===== src/rtl/symrx_pkg.sv =====
package symrx_pkg;

  localparam int WORD_W = 16;

  typedef enum logic [1:0] {
    PWR_SPARE = 2'b00,
    PWR_LOW   = 2'b01,
    PWR_MED   = 2'b10,
    PWR_NORM  = 2'b11
  } pwr_mode_e;

  // Field layout of the serial control word, MSB first on the wire.
  typedef struct packed {
    logic       tx_en;
    logic [1:0] sym;
    logic [2:0] gain;
    logic       lpbk;
    logic       unused;
    logic [1:0] pwr;
    logic [5:0] rsvd;
  } ctl_word_t;

  localparam logic [2:0] GAIN_MAX = 3'd4;

  function automatic logic [2:0] sym_to_level(input logic en, input logic [1:0] code);
    logic [2:0] lv;
    if (!en) lv = 3'b000;
    else begin
      case (code)
        2'b00:   lv = 3'b101;
        2'b01:   lv = 3'b111;
        2'b11:   lv = 3'b001;
        default: lv = 3'b011;
      endcase
    end
    return lv;
  endfunction

endpackage


===== src/rtl/symrx_baud_sync.sv =====
module symrx_baud_sync #(
  parameter int STAGES = 2
) (
  input  logic clk,
  input  logic rst,
  input  logic baud_i,
  output logic fall_o
);
  logic [STAGES-1:0] chain_q;
  logic              prev_q;

  generate
    for (genvar g = 0; g < STAGES; g++) begin : g_stage
      if (g == 0) begin : g_first
        always_ff @(posedge clk) begin
          if (rst) chain_q[0] <= 1'b1;
          else     chain_q[0] <= baud_i;
        end
      end else begin : g_next
        always_ff @(posedge clk) begin
          if (rst) chain_q[g] <= 1'b1;
          else     chain_q[g] <= chain_q[g-1];
        end
      end
    end
  endgenerate

  always_ff @(posedge clk) begin
    if (rst) prev_q <= 1'b1;
    else     prev_q <= chain_q[STAGES-1];
  end

  assign fall_o = prev_q & ~chain_q[STAGES-1];
endmodule


===== src/rtl/symrx_slot_ctr.sv =====
module symrx_slot_ctr #(
  parameter int SLOTS      = 48,
  parameter int DATA_SLOTS = 16,
  localparam int CNT_W     = $clog2(SLOTS + 1)
) (
  input  logic clk,
  input  logic rst,
  input  logic frame_start_i,
  output logic shift_en_o,
  output logic word_last_o
);
  localparam logic [CNT_W-1:0] LAST_SLOT = CNT_W'(SLOTS);
  localparam logic [CNT_W-1:0] LAST_DATA = CNT_W'(DATA_SLOTS);
  localparam logic [CNT_W-1:0] FIRST     = CNT_W'(1);

  // 0 means not yet aligned; 1..SLOTS is the slot of the last sample.
  logic [CNT_W-1:0] slot_q, slot_nxt;

  always_comb begin
    if (frame_start_i)          slot_nxt = FIRST;
    else if (slot_q == '0)      slot_nxt = '0;
    else if (slot_q == LAST_SLOT) slot_nxt = FIRST;
    else                        slot_nxt = slot_q + FIRST;
  end

  always_ff @(posedge clk) begin
    if (rst) slot_q <= '0;
    else     slot_q <= slot_nxt;
  end

  assign shift_en_o  = (slot_nxt != '0) && (slot_nxt <= LAST_DATA);
  assign word_last_o = (slot_nxt == LAST_DATA);
endmodule


===== src/rtl/symrx_shift.sv =====
module symrx_shift #(
  parameter int W = 16
) (
  input  logic         clk,
  input  logic         rst,
  input  logic         en_i,
  input  logic         din_i,
  output logic [W-1:0] word_o
);
  logic [W-1:0] sh_q;

  always_ff @(posedge clk) begin
    if (rst)       sh_q <= '0;
    else if (en_i) sh_q <= {sh_q[W-2:0], din_i};
  end

  // Word including the bit being captured at this edge.
  assign word_o = {sh_q[W-2:0], din_i};
endmodule


===== src/rtl/symrx_decode.sv =====
module symrx_decode
  import symrx_pkg::*;
(
  input  logic             clk,
  input  logic             rst,
  input  logic             load_i,
  input  logic [WORD_W-1:0] word_i,
  output logic [2:0]       level_o,
  output logic             valid_o,
  output logic [2:0]       gain_o,
  output logic             lpbk_o,
  output logic [1:0]       pwr_o,
  output logic             err_o
);
  ctl_word_t  w;
  logic [2:0] lv_nxt;
  logic       gain_ok;
  logic       pwr_ok;

  always_comb begin
    w       = ctl_word_t'(word_i);
    lv_nxt  = sym_to_level(w.tx_en, w.sym);
    gain_ok = (w.gain <= GAIN_MAX);
    pwr_ok  = (w.pwr != PWR_SPARE);
  end

  always_ff @(posedge clk) begin
    if (rst) begin
      level_o <= 3'b000;
      valid_o <= 1'b0;
      gain_o  <= 3'd0;
      lpbk_o  <= 1'b0;
      pwr_o   <= PWR_NORM;
      err_o   <= 1'b0;
    end else begin
      valid_o <= load_i;
      if (load_i) begin
        level_o <= lv_nxt;
        lpbk_o  <= w.lpbk;
        if (gain_ok) gain_o <= w.gain;
        else         err_o  <= 1'b1;
        if (pwr_ok)  pwr_o  <= w.pwr;
      end
    end
  end
endmodule


===== src/rtl/symword_rx.sv =====
module symword_rx #(
  parameter int SLOTS_PER_BAUD = 48,
  parameter int SYNC_STAGES    = 2
) (
  input  logic       clk,
  input  logic       rst,
  input  logic       baud_clk_i,
  input  logic       sdata_i,
  output logic [2:0] sym_level_o,
  output logic       sym_valid_o,
  output logic [2:0] rx_gain_o,
  output logic       loopback_o,
  output logic [1:0] pwr_mode_o,
  output logic       gain_err_o
);
  import symrx_pkg::*;

  logic              frame_start;
  logic              shift_en;
  logic              word_last;
  logic [WORD_W-1:0] word_now;

  symrx_baud_sync #(.STAGES(SYNC_STAGES)) u_sync (
    .clk(clk), .rst(rst), .baud_i(baud_clk_i), .fall_o(frame_start)
  );

  symrx_slot_ctr #(.SLOTS(SLOTS_PER_BAUD), .DATA_SLOTS(WORD_W)) u_ctr (
    .clk(clk), .rst(rst), .frame_start_i(frame_start),
    .shift_en_o(shift_en), .word_last_o(word_last)
  );

  symrx_shift #(.W(WORD_W)) u_shift (
    .clk(clk), .rst(rst), .en_i(shift_en), .din_i(sdata_i), .word_o(word_now)
  );

  symrx_decode u_dec (
    .clk(clk), .rst(rst), .load_i(word_last), .word_i(word_now),
    .level_o(sym_level_o), .valid_o(sym_valid_o), .gain_o(rx_gain_o),
    .lpbk_o(loopback_o), .pwr_o(pwr_mode_o), .err_o(gain_err_o)
  );
endmodule


===== config.mk =====
export PLATFORM = sky130hd
export DESIGN_NAME = symword_rx
export DESIGN_NICKNAME = d
export VERILOG_FILES = /design/src/rtl/symrx_pkg.sv /design/src/rtl/symrx_baud_sync.sv /design/src/rtl/symrx_slot_ctr.sv /design/src/rtl/symrx_shift.sv /design/src/rtl/symrx_decode.sv /design/src/rtl/symword_rx.sv
export SDC_FILE = /design/constraint.sdc
export NUM_CORES = 1
export LEC_CHECK = 0
export BUFFER_PORTS_ARGS = -buffer_cell sky130_fd_sc_hd__buf_2
export CAP_MARGIN = 15
export CELL_PAD_IN_SITES_DETAIL_PLACEMENT = 1
export CELL_PAD_IN_SITES_GLOBAL_PLACEMENT = 2
export CORE_MARGIN = 2
export CORE_UTILIZATION = 37
export CTS_CLUSTER_SIZE = 16
export DETAILED_ROUTE_END_ITERATION = 10
export PLACE_DENSITY = 0.83
export SLEW_MARGIN = 10
export SYNTH_ARGS = -nofsm -noshare
export SYNTH_HDL_FRONTEND = slang
export SYNTH_SLANG_ARGS = --single-unit

===== constraint.sdc =====
create_clock -name clk -period 2.85 [get_ports clk]
set_input_delay 0 -clock clk [delete_from_list [all_inputs] [get_ports clk]]
set_output_delay 0 -clock clk [all_outputs]
set_load 0.02 [all_outputs]

==> results of run 1 <==
registers in the layout, indices dropped and copies added (netlist names):
name            flops
u_dec.pwr_o         2
u_dec.level_o       3
u_dec.err_o         1
u_ctr.slot_q        6
u_shift.sh_q       15
u_sync.chain_q      2
u_sync.prev_q       1
u_dec.valid_o       1
u_dec.gain_o        3
u_dec.lpbk_o        1
cells in the mapped netlist:
library cell and number:
a21oi_1 10, and2b_2 1, ha_1 5, xnor2_1 3, a211oi_1 1, o21bai_1 1, a2111oi_1 2, nor4bb_1 1
nand2b_1 19, nand2_1 5, o21ai_1 1, xor2_1 1, or3_1 2, o21a_1 1, nor2_1 13, o2111ai_1 1
or2_2 3, or3_4 1, buf_12 1, buf_6 2, nand3_1 4, nor2b_1 1, a31oi_1 3, and2_1 2
nor3_1 4, dfxtp_1 35, buf_4 2, nand4b_1 1, nand3_2 2, nor4b_4 1, inv_1 7, nor3b_1 1
mux2i_1 17, o211ai_1 1, a221o_1 2, clkbuf_1 3, nor4_1 1, o21ai_0 1
repair_timing:
item	in CTS	in global routing
hold buffers	2	0
setup endpoints to repair	0	0
hold endpoints to repair	2	0
resized for setup	0	0
cells by family (layout without fill, tap and decap cells):
logic type      count (synthesis)  after routing
compound gates                 24             24
xor+xnor                        4              4
fa+ha+maj                       5              5
buf+inv                        15             33
flops                          35             35
mux                            17             17
simple gates                   62             62
report_power, final:
part           internal [mW]  switching, mW  leakage (nW)
Combinational         0.0680         0.0764         0.346
Sequential             0.500        0.00688         0.283
Clock                  0.349          0.178        0.0644
layer usage:
| metal | global-route usage | up-vias | wire (microns) |
|---|---|---|---|
| met3 | 0.0349 | 4 | 60 |
| met5 | 0 | - | 0 |
| li1 | - | 591 | - |
| met4 | 0.0577 | 0 | 57 |
| met1 | 0.145 | 560 | 1350 |
| met2 | 0.266 | 10 | 1720 |
worst register-to-register path: cells and delay by family (launching register included):
family          cells  cell delay, ps
fa+ha+maj           1             230
compound gates      3             640
simple gates        3             660
flops               1             410
buf+inv             2             340
cells in the final DEF (no fill, tap or decap), types with 4 or more instances in the layout:
master	instances
a21oi_1	10
buf_2	14
clkbuf_8	5
dfxtp_1	35
ha_1	5
inv_1	7
mux2i_1	17
nand2_1	5
nand2b_1	19
nand3_1	4
nor2_1	13
nor3_1	4
layout make-up:
cell class,count,area share
clock buffer,5,0.0376
clock inverter,3,0.0369
inverter,7,0.0144
multi-input combinational,112,0.436
sequential,35,0.383
tap,50,0.0342
timing repair buffer,18,0.0575
worst paths after layout:
check,from,endpoint,slack [ps],cells after the start
max reg2reg,u_ctr.slot_q[0],u_dec.gain_o[1],450,9
max,u_ctr.slot_q[0],u_dec.gain_o[1],450,9
min reg2reg,u_sync.chain_q[0],u_sync.chain_q[1],420,1
min,rst,u_dec.lpbk_o,160,2
==> qor.yml, run 1 <==
status: "finished clean"
wirelength_mm: 3.18
skew_ps: 7.62
syn_area_per_cell_sq_um: 9.84
yosysTopAreaCell: "dfxtp_1"
finalHoldViolCount: 0
grt_setup_unrepaired: "false"
cts_buffers: 5
final_cells: 230
drt_iter0_markers: 18
crit_arrival_ps: 2550
grt_pass1_vias: 1203
clock_sinks: 35
synth-adder-area-share: 0.0392
regArea_sq_um: 701
globalplace.congestion: 0.784
fin_ws_ps: 448
ys_types: 38
cts_root_buf: "clkbuf_8"
slowest_stage: "dfxtp_1"
slowest_delay_ps: 410
post_drt_wl_per_cell_microns: 13.8
gr-total-overflow: 0
synthMuxAreaShare: 0.107
die_y_microns: 69.6
required_ps: 3000
cts.reportedPaths.clkPinSlew_ps: 80
synth_top_area_share: 0.440
setup-tns-final_ps: 0
syn_nets: 171
row_count: 23
track_usage: 0.140
cp.buffers_inverters: 2
synth_simple_gate_area_frac: 0.234
endpoint_kind: "flip-flop"
yosysWarnings: 0
port_buffers: 14
vias: 1165
core_sq_mm: 0.00409
holdWs_ps: 163
path_max_fanout: 18
numPlacedInstances: 220
slew_headroom: 0.597
setup_viol: 0
post_cts_buffers: 0
dp_hpwl_mm: 2.35
place_area_sq_mm: 0.00167
slew_viol_final: 0
synth-xor-area-share: 0.0220
ys_ff_latch: 35
synthTopCellsByArea: "dfxtp_1 (44%), mux2i_1 (11%), nand2b_1 (7.5%), ha_1 (3.9%), a21oi_1 (3.1%)"
tightestPinTransition_ps: 600
max-cap-violations: 0
power_mw: 1.18
htree_levels: 2
drt.antenna.violating_nets: 0
cts_tree: "built"
ir_drop_v: 0.000335
synth_top_family_by_area: "simple AND/OR/NAND/NOR gates"
min_path_type: "primary input to flip-flop"
clk_latency_ps: 280
firstDrtPassIters: 4
power.leakage_nw: 0.694
final_layout_size_suffix_gt1_frac: 0.178
syn_inst: 162
fin_area_sq_mm: 0.00183
start_kind: "flip-flop"
initial_core_util: 0.390
min_period_ps: 2400
yosysSeqAreaShare: 0.440
syn_area_sq_mm: 0.00159
dp_slack_ps: 404
synth-compound-area-share: 0.0989
nFillCells: 479
fmaxAchievable_mhz: 416
cts_buffer_depth: 2
die_w_microns: 69.6
p_per_area_mw_per_mm2: 644
worstSetupPathType: "flip-flop to flip-flop"
dieArea_sq_mm: 0.00485
crit_path_cell_trace: "inv_1 > ha_1 > nor4bb_1 > o21a_1 > nor3_1 > nor4b_4 > buf_4 > a21oi_1 > a2111oi_1"
viasPerCell: 5.07
layout.nets: 188
grt_max_degree: 33
drc_errors: 0
multi_input_area_sq_um: 798
antenna_found_initial: 0
antenna-diode-count: 0
timing.final.crit_share: 0.843
cp_top_family: "simple AND/OR/NAND/NOR gates"
area_growth_pct: 14.8
grt_pass1_wl_mm: 5.39
final_core_util: 0.448
pin_count: 15
No activity file was read; power rests on OpenSTA's default activity.
==> inputs of run 2 (changes only) <==
--- a/config.mk
+++ b/config.mk
@@ -10,10 +10,10 @@
 export CELL_PAD_IN_SITES_DETAIL_PLACEMENT = 1
 export CELL_PAD_IN_SITES_GLOBAL_PLACEMENT = 2
 export CORE_MARGIN = 2
-export CORE_UTILIZATION = 37
+export CORE_UTILIZATION = 33
 export CTS_CLUSTER_SIZE = 16
 export DETAILED_ROUTE_END_ITERATION = 10
-export PLACE_DENSITY = 0.83
+export PLACE_DENSITY = 0.78
 export SLEW_MARGIN = 10
 export SYNTH_ARGS = -nofsm -noshare
 export SYNTH_HDL_FRONTEND = slang
==> constraint.sdc (replaced) <==
create_clock -name clk -period 2 [get_ports clk]
set_input_delay 0 -clock clk [delete_from_list [all_inputs] [get_ports clk]]
set_output_delay 0 -clock clk [all_outputs]
set_load 0.02 [all_outputs]
==> qor.yml, run 2 (same netlist as run 1, synthesis figures left out) <==
cts_root_buf: "clkbuf_8"
clock_sinks: 35
top_regs: "u_shift.sh_q: 15 flops, u_ctr.slot_q: 6 flops"
nFillCells: 530
wirelength_mm: 4.09
dieArea_sq_mm: 0.00540
p_per_area_mw_per_mm2: 797
pwr-share-clk: 0.375
power.internal_mw: 1.25
vias: 1287
endpoint_kind: "flip-flop"
cts.reportedPaths.clkPinSlew_ps: 80
timing.final.crit_share: 1.07
holdWs_ps: 150
min_path_type: "primary input to flip-flop"
layout.nets: 208
finalHoldViolCount: 0
final_core_util: 0.451
fmaxAchievable_mhz: 466
clk_latency_ps: 290
antenna_found_initial: 0
netSwitchingFraction: 0.255
violations: "negative setup slack"
slew_viol_final: 0
grt_pass1_wl_mm: 6.60
final_cell_mix: "dfxtp_1 (31), buf_4 (18), nand2b_1 (17), mux2i_1 (17), buf_2 (14)"
tightestPinTransition_ps: 506
final_common_cell: "dfxtp_1"
track_usage: 0.162
path_max_fanout: 12
drt_iter0_markers: 52
setup_viol: 20
cts_buffer_depth: 2
comb_power_share: 0.195
port_buffers: 14
power_mw: 1.69
dp_hpwl_mm: 2.70
die_y_microns: 73.5
row_count: 25
pin_count: 15
multi_input_area_sq_um: 921
seq_power_share: 0.429
switching_power_mw: 0.430
fin_ws_ps: -148
status: "finished, violations left"
slew_headroom: 0.663
drt.antenna.violating_nets: 0
worstSetupPathType: "flip-flop to flip-flop"
globalplace.congestion: 0.893
crit_arrival_ps: 2340
area_growth_pct: 32.7
cts_tree: "built"
viasPerCell: 5.09
top_register: "u_shift.sh_q"
power.leakage_nw: 0.815
start_kind: "flip-flop"
largest_reg_flops: 15
final_layout_size_suffix_gt1_frac: 0.382
cts_buffers: 5
ir_drop_v: 0.000435
grt_pass1_vias: 1416
grt_setup_unrepaired: "true"
gr-total-overflow: 0
initial_core_util: 0.340
grt_max_degree: 33
core_sq_mm: 0.00469
max-cap-violations: 0
firstDrtPassIters: 4
regArea_sq_um: 708
required_ps: 2190
die_w_microns: 73.5
antenna-diode-count: 0
htree_levels: 2
min_period_ps: 2150
skew_ps: 6.83
post_drt_wl_per_cell_microns: 16.1
drc_errors: 0
[run 2: changes by cell type in the layout (fill, tap and decap cells not counted), moves of 2 or more]
cell      delta
nand3_1      -3
nand2b_4     +2
a21oi_1      -3
nand3_2      +2
dfxtp_2      +3
a31oi_1      -3
a21oi_2      +3
buf_6        +2
dfxtp_1      -4
a31oi_2      +3
nand2b_1     -2
buf_4       +16
inv_1        -2
[run 2: layout make-up]
type,instances,share of cell area
Clock inverter,2,0.0178
Clock buffer,5,0.0325
Sequential cell,35,0.335
Inverter,7,0.0136
Timing Repair Buffer,38,0.134
Tap cell,54,0.0320
Multi-Input combinational cell,112,0.436
[run 2: power groups by stage]
stage	Clock [mW]	Combinational, mW	Sequential (mW)
2_1_floorplan	0	0.219	0.737
3_3_place_gp	0	0.247	0.736
3_5_place_dp	0	0.259	0.738
4_1_cts	0.640	0.311	0.722
5_1_grt	0.683	0.357	0.725
6_report	0.632	0.329	0.724
[run 2: path summary, 6_finish.rpt]
kind	cells past startpoint	end	startpoint	slack (ps)
min	2	u_dec.level_o[0]	rst	150
max reg2reg	9	u_dec.gain_o[1]	u_ctr.slot_q[0]	-150
max	9	u_dec.gain_o[1]	u_ctr.slot_q[0]	-150
min reg2reg	1	u_sync.chain_q[1]	u_sync.chain_q[0]	420
[run 2: stage by stage]
stage	setup TNS, ps	cells	setup WS (ps)	instance area [sq um]
after detailed placement	-1770	235	-199	1790
after CTS	-2420	251	-153	2000
final	-1980	253	-148	2110
after floorplan	0	162	0.548	1610
after global routing	-4270	253	-237	2110
after global placement	-2.40	235	-2.40	1790
[run 2: routing by layer]
metal / up-vias / GRT usage / wire, microns
met4: 0 / 0.0768 / 120
li1: 627 / - / -
met2: 24 / 0.273 / 2170
met1: 624 / 0.184 / 1680
met3: 12 / 0.0549 / 115
met5: - / 0 / 0
[run 2: critical path, stage by stage (launching register included)]
cell	delay (ps)
dfxtp_4	390
inv_4	50
ha_4	150
nor4bb_1	130
o21a_1	220
nor3_4	230
nor4b_4	290
buf_12	170
a21oi_1	80
a2111oi_2	340
[run 2: what timing repair did]
item | CTS | global route
hold buffers | 2 | 0
setup endpoints to repair | 21 | 26
resized for setup | 6 | 22
endpoints found under the hold margin | 2 | 0
pin swaps | 3 | 5
setup buffers | 7 | 2
